`src/rtl/ss_scr_pkg.sv`:
```
// Package: shared mode encoding for the self-synchronizing scrambler.
package ss_scr_pkg;

    // Operating mode; the encoding is visible on the top-level mode pin.
    typedef enum logic {
        MODE_SCRAMBLE   = 1'b0,
        MODE_DESCRAMBLE = 1'b1
    } scr_mode_e;

endpackage

```
`src/rtl/ss_feedback_core.sv`:
```
// Module: ss_feedback_core
// Purely combinational per-word transform. It treats the word as DATA_W
// serial bits, bit 0 first. Each bit is XORed with the stream bits TAP_NEAR
// and HIST_W positions back, and the scrambled-side bit is appended to the
// extended history. Scramble mode appends the result; descramble mode
// appends the input. Assumes 0 < TAP_NEAR < HIST_W.
module ss_feedback_core
    import ss_scr_pkg::*;
#(
    parameter int DATA_W   = 64,
    parameter int HIST_W   = 58,
    parameter int TAP_NEAR = 39
) (
    input  scr_mode_e          mode,
    input  logic [DATA_W-1:0]  din,
    input  logic [HIST_W-1:0]  hist,
    output logic [DATA_W-1:0]  dout_next,
    output logic [HIST_W-1:0]  hist_next
);
    localparam int TOTAL_W  = HIST_W + DATA_W;
    localparam int NEAR_OFF = HIST_W - TAP_NEAR;

    logic [TOTAL_W-1:0] ext;

    // Walk the word in stream order, extending the history one bit at a time.
    always_comb begin
        ext       = {{DATA_W{1'b0}}, hist};
        dout_next = '0;
        for (int i = 0; i < DATA_W; i++) begin
            logic res;
            res          = din[i] ^ ext[NEAR_OFF + i] ^ ext[i];
            dout_next[i] = res;
            ext[HIST_W + i] = (mode == MODE_DESCRAMBLE) ? din[i] : res;
        end
        hist_next = ext[TOTAL_W-1 -: HIST_W];
    end

endmodule

```
`src/rtl/ss_history_reg.sv`:
```
// Module: ss_history_reg
// Holds the newest HIST_W scrambled-side stream bits. It clears on a
// synchronous active-low reset and loads only when a word is accepted.
module ss_history_reg #(
    parameter int HIST_W = 58
) (
    input  logic              clk,
    input  logic              rst_n,
    input  logic              load,
    input  logic [HIST_W-1:0] d,
    output logic [HIST_W-1:0] q
);
    // History register: clear, load on an accepted word, otherwise hold.
    always_ff @(posedge clk) begin
        if (!rst_n)
            q <= '0;
        else if (load)
            q <= d;
    end

endmodule

```
`src/rtl/ss_out_stage.sv`:
```
// Module: ss_out_stage
// Output register. It captures the transformed word on an accepted input
// and keeps the last result during idle cycles; out_valid marks new data.
module ss_out_stage #(
    parameter int DATA_W = 64
) (
    input  logic              clk,
    input  logic              rst_n,
    input  logic              in_valid,
    input  logic [DATA_W-1:0] d,
    output logic [DATA_W-1:0] dout,
    output logic              out_valid
);
    // Data register: load on valid, hold otherwise.
    always_ff @(posedge clk) begin
        if (!rst_n)
            dout <= '0;
        else if (in_valid)
            dout <= d;
    end

    // Valid flag: one-cycle-delayed copy of in_valid.
    always_ff @(posedge clk) begin
        if (!rst_n)
            out_valid <= 1'b0;
        else
            out_valid <= in_valid;
    end

endmodule

```
`src/rtl/ss_scrambler.sv`:
```
// Module: ss_scrambler (top)
// Self-synchronizing multiplicative scrambler/descrambler for
// 1 + x^TAP_NEAR + x^HIST_W, processing DATA_W bits per clock with a
// one-cycle registered latency. mode selects scramble (0) or descramble (1)
// word by word. Assumes a synchronous active-low reset.
module ss_scrambler
    import ss_scr_pkg::*;
#(
    parameter int DATA_W   = 64,
    parameter int HIST_W   = 58,
    parameter int TAP_NEAR = 39
) (
    input  logic              clk,
    input  logic              rst_n,
    input  logic              in_valid,
    input  logic              mode,
    input  logic [DATA_W-1:0] din,
    output logic [DATA_W-1:0] dout,
    output logic              out_valid
);
    scr_mode_e         mode_e;
    logic [HIST_W-1:0] hist_q;
    logic [HIST_W-1:0] hist_d;
    logic [DATA_W-1:0] word_d;

    // Mode pin decode into the shared enum.
    always_comb mode_e = scr_mode_e'(mode);

    ss_feedback_core #(
        .DATA_W   (DATA_W),
        .HIST_W   (HIST_W),
        .TAP_NEAR (TAP_NEAR)
    ) u_core (
        .mode      (mode_e),
        .din       (din),
        .hist      (hist_q),
        .dout_next (word_d),
        .hist_next (hist_d)
    );

    ss_history_reg #(
        .HIST_W (HIST_W)
    ) u_hist (
        .clk   (clk),
        .rst_n (rst_n),
        .load  (in_valid),
        .d     (hist_d),
        .q     (hist_q)
    );

    ss_out_stage #(
        .DATA_W (DATA_W)
    ) u_out (
        .clk       (clk),
        .rst_n     (rst_n),
        .in_valid  (in_valid),
        .d         (word_d),
        .dout      (dout),
        .out_valid (out_valid)
    );


    valid_latency_chk: assert property (@(posedge clk) disable iff (!rst_n)
        in_valid |=> out_valid);


    idle_latency_chk: assert property (@(posedge clk) disable iff (!rst_n)
        !in_valid |=> !out_valid);


    hist_hold_chk: assert property (@(posedge clk) disable iff (!rst_n)
        !in_valid |=> $stable(hist_q));


    dout_hold_chk: assert property (@(posedge clk) disable iff (!rst_n)
        !in_valid |=> $stable(dout));


    rst_clear_chk: assert property (@(posedge clk) disable iff (!rst_n)
        !$past(rst_n) |-> (hist_q == '0 && dout == '0 && !out_valid));


    desc_hist_chk: assert property (@(posedge clk) disable iff (!rst_n)
        (in_valid && mode == 1'b1) |=>
            hist_q == $past(din[DATA_W-1 -: HIST_W]));

    // The scramble-side history check needs the word to cover the span.
    generate
        if (DATA_W >= HIST_W) begin : g_scr_hist_chk

            scr_hist_chk: assert property (@(posedge clk) disable iff (!rst_n)
                (in_valid && mode == 1'b0) |=>
                    hist_q == dout[DATA_W-1 -: HIST_W]);
        end
    endgenerate

endmodule

```
`config.mk`:
```
export PLATFORM = sky130hd
export DESIGN_NAME = ss_scrambler
export DESIGN_NICKNAME = d
export VERILOG_FILES = /design/src/rtl/ss_scr_pkg.sv /design/src/rtl/ss_feedback_core.sv /design/src/rtl/ss_history_reg.sv /design/src/rtl/ss_out_stage.sv /design/src/rtl/ss_scrambler.sv
export SDC_FILE = /design/constraint.sdc
export NUM_CORES = 1
export LEC_CHECK = 0
export ABC_AREA = 0
export BUFFER_PORTS_ARGS = -buffer_cell sky130_fd_sc_hd__buf_2
export CORE_ASPECT_RATIO = 0.9
export CORE_MARGIN = 3
export CORE_UTILIZATION = 50
export CTS_CLUSTER_SIZE = 40
export DETAILED_ROUTE_END_ITERATION = 10
export HOLD_SLACK_MARGIN = 0.05
export PLACE_DENSITY = 0.83
export SLEW_MARGIN = 20
export SYNTH_ARGS = -nofsm -noshare
export SYNTH_HDL_FRONTEND = slang
export SYNTH_SLANG_ARGS = --single-unit
```
`constraint.sdc`:
```
create_clock -name clk -period 3.67 [get_ports clk]
set_clock_uncertainty 0.1 [all_clocks]
set_input_delay 0.367 -clock clk [delete_from_list [all_inputs] [get_ports clk]]
set_output_delay 0.367 -clock clk [all_outputs]
set_load 0.01 [all_outputs]
```
==> results of run 1 <==
## registers in the layout (all words and copies together) (netlist names)
register	flops
u_out.out_valid	1
u_hist.q	58
u_out.dout	64
## stage by stage
step / hold WS [ns] / util (%) / setup WS, ns / area [µm²] / std cells
2_1_floorplan: 0.3747 / - / 2.162 / 6481 / 698
3_3_place_gp: 0.3660 / 58.20 / 1.444 / 7194 / 945
3_5_place_dp: 0.3741 / 58.20 / 1.415 / 7194 / 945
4_1_cts: 0.1603 / 62.43 / 1.784 / 7717 / 974
5_1_grt: 0.1772 / 62.49 / 1.653 / 7725 / 977
6_report: 0.1644 / 62.49 / 1.765 / 7725 / 977
## Yosys cell counts (5+ instances only)
cell	number	area share (%)
or3_1	14	1.4
a311oi_1	14	1.9
xnor2_1	177	24
dfxtp_1	123	38
o221ai_1	6	0.81
mux2i_1	39	6.0
o21ai_0	38	2.9
xor2_1	6	0.81
buf_2	11	0.85
nand3_1	5	0.39
nor2_1	134	7.8
a21oi_1	31	2.4
clkbuf_1	29	1.7
xor3_1	13	4.8
clkbuf_2	6	0.46
a211oi_1	38	4.4
## how the worst min path moves through the flow
stage                               from        endpoint  slack [ns]  cells past startpoint
after CTS                        din[38]    u_hist.q[32]        0.16                      3
after global placement    u_out.dout[35]  u_out.dout[35]        0.37                      2
final                            din[35]    u_hist.q[29]        0.16                      3
after detailed placement  u_out.dout[62]  u_out.dout[62]        0.37                      2
after floorplan              u_hist.q[0]     u_hist.q[0]        0.37                      2
after global routing             din[25]    u_hist.q[19]        0.18                      3
## cells by family (layout without fill, tap and decap cells)
logic type      Yosys count  count (layout)  synth area share, %
other cells               0               3                    0
simple gates            158             158                9.961
compound gates          128             128                12.59
flops                   123             123                37.99
mux                      39              39                6.023
xor+xnor                197             197                29.92
buf+inv                  53             169                3.513
## area by class of cell
type	instances	share of cell area (%)
inverters	3	0.1458
well taps	160	2.592
diodes	3	0.09718
multi-input cells	522	49.08
clock inverters	2	0.1296
repair buffers	137	9.443
clock buffers	27	6.641
flip-flops and latches	123	31.88
## critical path: stages, from the launching register on
cell	delay, ns
dfxtp_1	0.50
xnor2_1	0.22
nor2_1	0.10
xnor2_1	0.43
nor3_1	0.12
a311o_1	0.33
## layer usage
layer	track usage [%]	up-vias	routed length, µm
met4	8.077	2	384
met2	37.97	252	8055
li1	-	2573	-
met3	6.180	30	1514
met1	33.73	2548	7825
met5	0	-	10
## power by group through the flow
stage	Sequential, µW	Combinational (µW)	Clock, µW
floorplan	1650	788	0
CTS	1640	1130	1490
global route	1650	1230	1570
global placement	1660	1090	0
finish	1640	1130	1500
detailed placement	1660	1120	0
==> reports/summary.txt, run 1 <==
maximum clock rate: 0.5251 GHz
number of resized instances in the post-cts repair step: 0
top library cells by usage in the layout, fill and taps aside: 177 x xnor2_1, 134 x nor2_1, 131 x buf_2, 123 x dfxtp_1, 39 x mux2i_1
number of fill cells in the layout: 1031
area inside the core boundary: 0.01236 mm²
worst r2r src: u_hist.q[21]
effective utilization at floorplan: 52.43%
Sequential Area: 0.002462 mm²
Critical Path Fanout Max: 4
fraction of layout instances using a drive strength above 1: 20.15%
unique cell type count in the Yosys netlist: 26
most common cell after layout, fill and taps aside: xnor2_1
clock root buffer: clkbuf_16
drt drc: 0
endpoint required time on the critical path: 3.87 ns
initial antenna violation count: 4
area taken by multi-input logic gates: 0.003791 mm²
largest net degree at the start of global routing: 99
kind of critical path: reg -> reg
P_sw: 1290 µW
Leak: 0.003116 µW
# nets final: 872
register bit total from synthesis: 123
transition time of the tightest slew-check pin: 0.9972 ns
maximum level of the CTS H-tree: 4
worst min path class: in -> reg
Bufs on Longest Clock Path: 2
routed length per placed instance: 18.21 µm
Mean Syn Cell Area: 9.285 µm²
vias per inst: 5.532
HPWL after detailed placement: 12860 µm
critical path startpoint: u_hist.q[21]
number of flops mapped to enable cells by yosys: 0
result of the run: completed
flip-flop cell with the highest count after synthesis: dfxtp_1
Min Clock Period, post-route: 1.905 ns
Setup TNS Final: 0 ns
DR pass1 iterations: 5
syn nets: 766
I/O Buffers: 132
die area: 0.01437 mm²
kind of start point of the critical path: flop
Register-to-Register Path Depth: 5
number of sinks on the clock net: 123
total number of vias: 5405
PwrDens: 552.6 mW/mm²
combinational fraction of design power: 26.6%
internal reg-to-reg setup slack: 1.77 ns
first-iteration detailed-routing DRC count: 531
worst slew margin relative to its limit: 33.52%
GP Congestion: 0.8272
# rows: 38
part of the Yosys area used for sequential elements: 37.99%
portion of total power attributed to the clock network: 35.1%
maximum vdd drop: 0.3377 mV
overall routed net length: 17790 µm
kind of end point of the critical path: flop
final setup fails: 0
arrival time of data at the critical path endpoint: 2.10 ns
number of violations of the max-capacitance limit: 0
width of the die: 126.0 µm
count of nets left with antenna violations after detail routing: 0
hold-fix buffers at CTS: 0
Syn-to-layout area delta: 19.19%
Post-CTS Setup Repair Bufs: 0
global-route wire length before repair: 27480 µm
final max-slew violation count: 0
Internal: 2979 µW
instance count of the mapped netlist: 698
setup repair after global routing missed its margin: no
I/O Pins: 133
Critical path destination: u_out.dout[60]
height of the chip: 114.0 µm
YS warnings: 0
total power of the final layout: 4269 µW
net switching share of the total power: 30.22%
vias in the first global route: 5021
Worst-path clk slew: 0.05 ns
GRT Overall Usage: 24.52%
TritonCTS clock tree: done
Fin. Hold Viols: 0
clock latency on the worst-skew pair: 0.41 ns
fin crit share: 51.90%
total overflow reported by the global router: 0
Post-Syn Area: 0.006481 mm²
proportion of power drawn by flip-flops and latches: 38.4%
endpoint of the lowest-slack register-to-register path: u_out.dout[60]
proportion of register bits with asynchronous set or reset after synthesis: 0%
clock buffer count from CTS: 17
(Power assumes the default switching activity.)
==> run 2, diff against run 1 <==
Clock period 3.67 ns to 1.95 ns, I/O delays scaled along.
==> run 2 against run 1 <==
Net effect:
- final cell count rose by 4.6%
- worst hold slack lost 0.10 ns
- largest power group is now clock
- critical endpoint unchanged
- routed wire length increased by 5.8%
==> reports/summary.txt, run 2 (same netlist as run 1, synthesis figures left out) <==
PwrDens: 1069 mW/mm² (+93%)
routed length on met1: 8192 µm (+4.7%)
Setup TNS Final: 0 ns (unchanged)
Met3 Routed Length: 1607 µm (+6.1%)
maximum level of the CTS H-tree: 4 (unchanged)
# nets final: 917 (+5.2%)
kind of critical path: reg -> reg
area inside the core boundary: 0.01236 mm² (unchanged)
maximum vdd drop: 0.6219 mV (+84%)
Leak: 0.003382 µW (+8.5%)
final max-slew violation count: 0 (unchanged)
detailed route wirelength on metal2: 8544 µm (+6.1%)
Post-CTS Setup Repair Bufs: 0 (unchanged)
routed length per placed instance: 18.42 µm (+1.2%)
total number of vias: 5600 (+3.6%)
arrival time of data at the critical path endpoint: 1.97 ns (-0.13 ns)
kind of start point of the critical path: flop
uppermost layer routed: met4
drt drc: 0 (unchanged)
worst min path class: in -> reg
clock root buffer: clkbuf_16
GRT Overall Usage: 25.98% (+1.5 points)
TritonCTS clock tree: done
Bufs on Longest Clock Path: 2 (unchanged)
worst slew margin relative to its limit: 65.30% (+32 points)
width of the die: 126.0 µm (unchanged)
largest net degree at the start of global routing: 92 (-7.1%)
initial antenna violation count: 0 (-4)
top library cells by usage in the layout, fill and taps aside: 175 x xnor2_1, 134 x nor2_1, 131 x buf_2, 122 x dfxtp_1, 39 x mux2i_1
first-iteration detailed-routing DRC count: 563 (+6.0%)
Largest Register: u_out.dout
endpoint of the lowest-slack register-to-register path: u_out.dout[60]
clock latency on the worst-skew pair: 0.41 ns (about the same)
cell with the biggest individual delay on the critical path: dfxtp_1
worst r2r src: u_hist.q[21]
height of the chip: 114.0 µm (unchanged)
Worst-path clk slew: 0.06 ns (about the same)
final setup fails: 0 (unchanged)
Critical path destination: u_out.dout[60]
GP Congestion: 0.8463 (+2.3%)
I/O Buffers: 132 (unchanged)
delay of the slowest cell on the worst path: 0.37 ns (-0.13 ns)
total inserted antenna cells: 0 (-3)
Largest regs: u_out.dout x64, u_hist.q x58, u_out.out_valid x1
maximum clock rate: 0.5656 GHz (+7.7%)
Critical Path Fanout Max: 4 (unchanged)
Syn-to-layout area delta: 28.40%
global-route wire length before repair: 29030 µm (+5.6%)
placed instance area: 0.007337 mm² (+2.0%)
Register-to-Register Path Depth: 5 (unchanged)
Critical Path Stages: 5 (unchanged)
Worst Path Buf+Inv: 0 (unchanged)
die area: 0.01437 mm² (unchanged)
effective utilization at floorplan: 52.43% (unchanged)
Min Clock Period, post-route: 1.768 ns (-0.1365 ns)
number of violations of the max-capacitance limit: 0 (unchanged)
endpoint required time on the critical path: 2.15 ns (-1.72 ns)
# rows: 38 (unchanged)
transition time of the tightest slew-check pin: 0.5168 ns (-0.4804 ns)
fin crit share: 90.67% (+39 points)
Cell Chain, Critical Path: xnor2_1, nor2_1, xnor2_1, nor3_1, a311o_1
hold path startpoint: din[53]
critical path startpoint: u_hist.q[21]
post-route design area: 0.008322 mm² (+7.7%)
vias per inst: 5.479 (-0.95%)
number of sinks on the clock net: 123 (unchanged)
number of flip-flops under the largest register name: 64 (unchanged)
overall routed net length: 18830 µm (+5.8%)
count of nets left with antenna violations after detail routing: 0 (unchanged)
vias in the first global route: 5346 (+6.5%)
Fin. Hold Viols: 0 (unchanged)
clock buffer count from CTS: 17 (unchanged)
fraction of layout instances using a drive strength above 1: 21.93% (+1.8 points)
kind of end point of the critical path: flop
family with the most delay on the worst path: XOR/XNOR gates
Crit path top cell by count: xnor2_1
setup repair after global routing missed its margin: no
result of the run: completed
total overflow reported by the global router: 0 (unchanged)
internal reg-to-reg setup slack: 0.18 ns (-1.58 ns)
HPWL after detailed placement: 13100 µm (+1.9%)
I/O Pins: 133 (unchanged)
most common cell after layout, fill and taps aside: xnor2_1
DR pass1 iterations: 6 (+1)
## run 2: report_power, final
part	switching [µW]	internal, µW	leakage [µW]
Combinational	1170	1140	0.00206
Clock	1220	2310	0.000305
Sequential	266	2800	0.00102
Total	2650	6240	0.00338
## run 2: worst register-to-register path, delay by kind of cell, from the launching register on
family | cells | cell delay (ns)
xor gates and xnor gates | 2 | 0.64
DFF | 1 | 0.37
AOI/OAI and AO/OA | 1 | 0.33
and+or+nand+nor | 2 | 0.23
## run 2: routing by layer
layer	track usage [%]	vias to the layer above
met5	0	-
met4	7.791	0
met3	7.022	33
met2	41.01	258
met1	35.12	2646
li1	-	2663
## run 2: cell type report
cell class                 instances  area, µm²
fill                             952       4040
multi-input combinational        522       3806
sequential                       123       2464
timing repair buffer             182       1182
clock buffer                      18      439.2
clock inverter                    14      219.0
tap                              160      200.2
inverter                           3      11.26
## run 2: worst min path at each step
stage | to | slack, ns | cells past startpoint
6_report | u_hist.q[47] | 0.06 | 3
5_1_grt | u_hist.q[57] | 0.06 | 3
4_1_cts | u_hist.q[55] | 0.05 | 3
3_5_place_dp | u_out.dout[40] | 0.38 | 2
3_3_place_gp | u_out.dout[36] | 0.37 | 2
2_1_floorplan | u_hist.q[19] | 0.27 | 2
## run 2: stage by stage
step | power (µW) | utilization [%] | hold slack, ns | setup slack (ns) | cells
after global routing | 9250 | 67.32 | 0.05519 | 0.07914 | 1022
after CTS | 8887 | 67.27 | 0.05077 | 0.06282 | 1023
final | 8896 | 67.32 | 0.06192 | 0.1820 | 1022
after floorplan | 4597 | - | 0.2746 | 0.4416 | 698
after detailed placement | 5302 | 59.35 | 0.3756 | 0.2697 | 959
after global placement | 5251 | 59.35 | 0.3673 | 0.3147 | 959
## run 2: timing repair
item,in CTS,in global routing
endpoints found under the setup margin,0,1
hold buffers,32,0
resized for setup,0,3
endpoints found under the hold margin,31,0
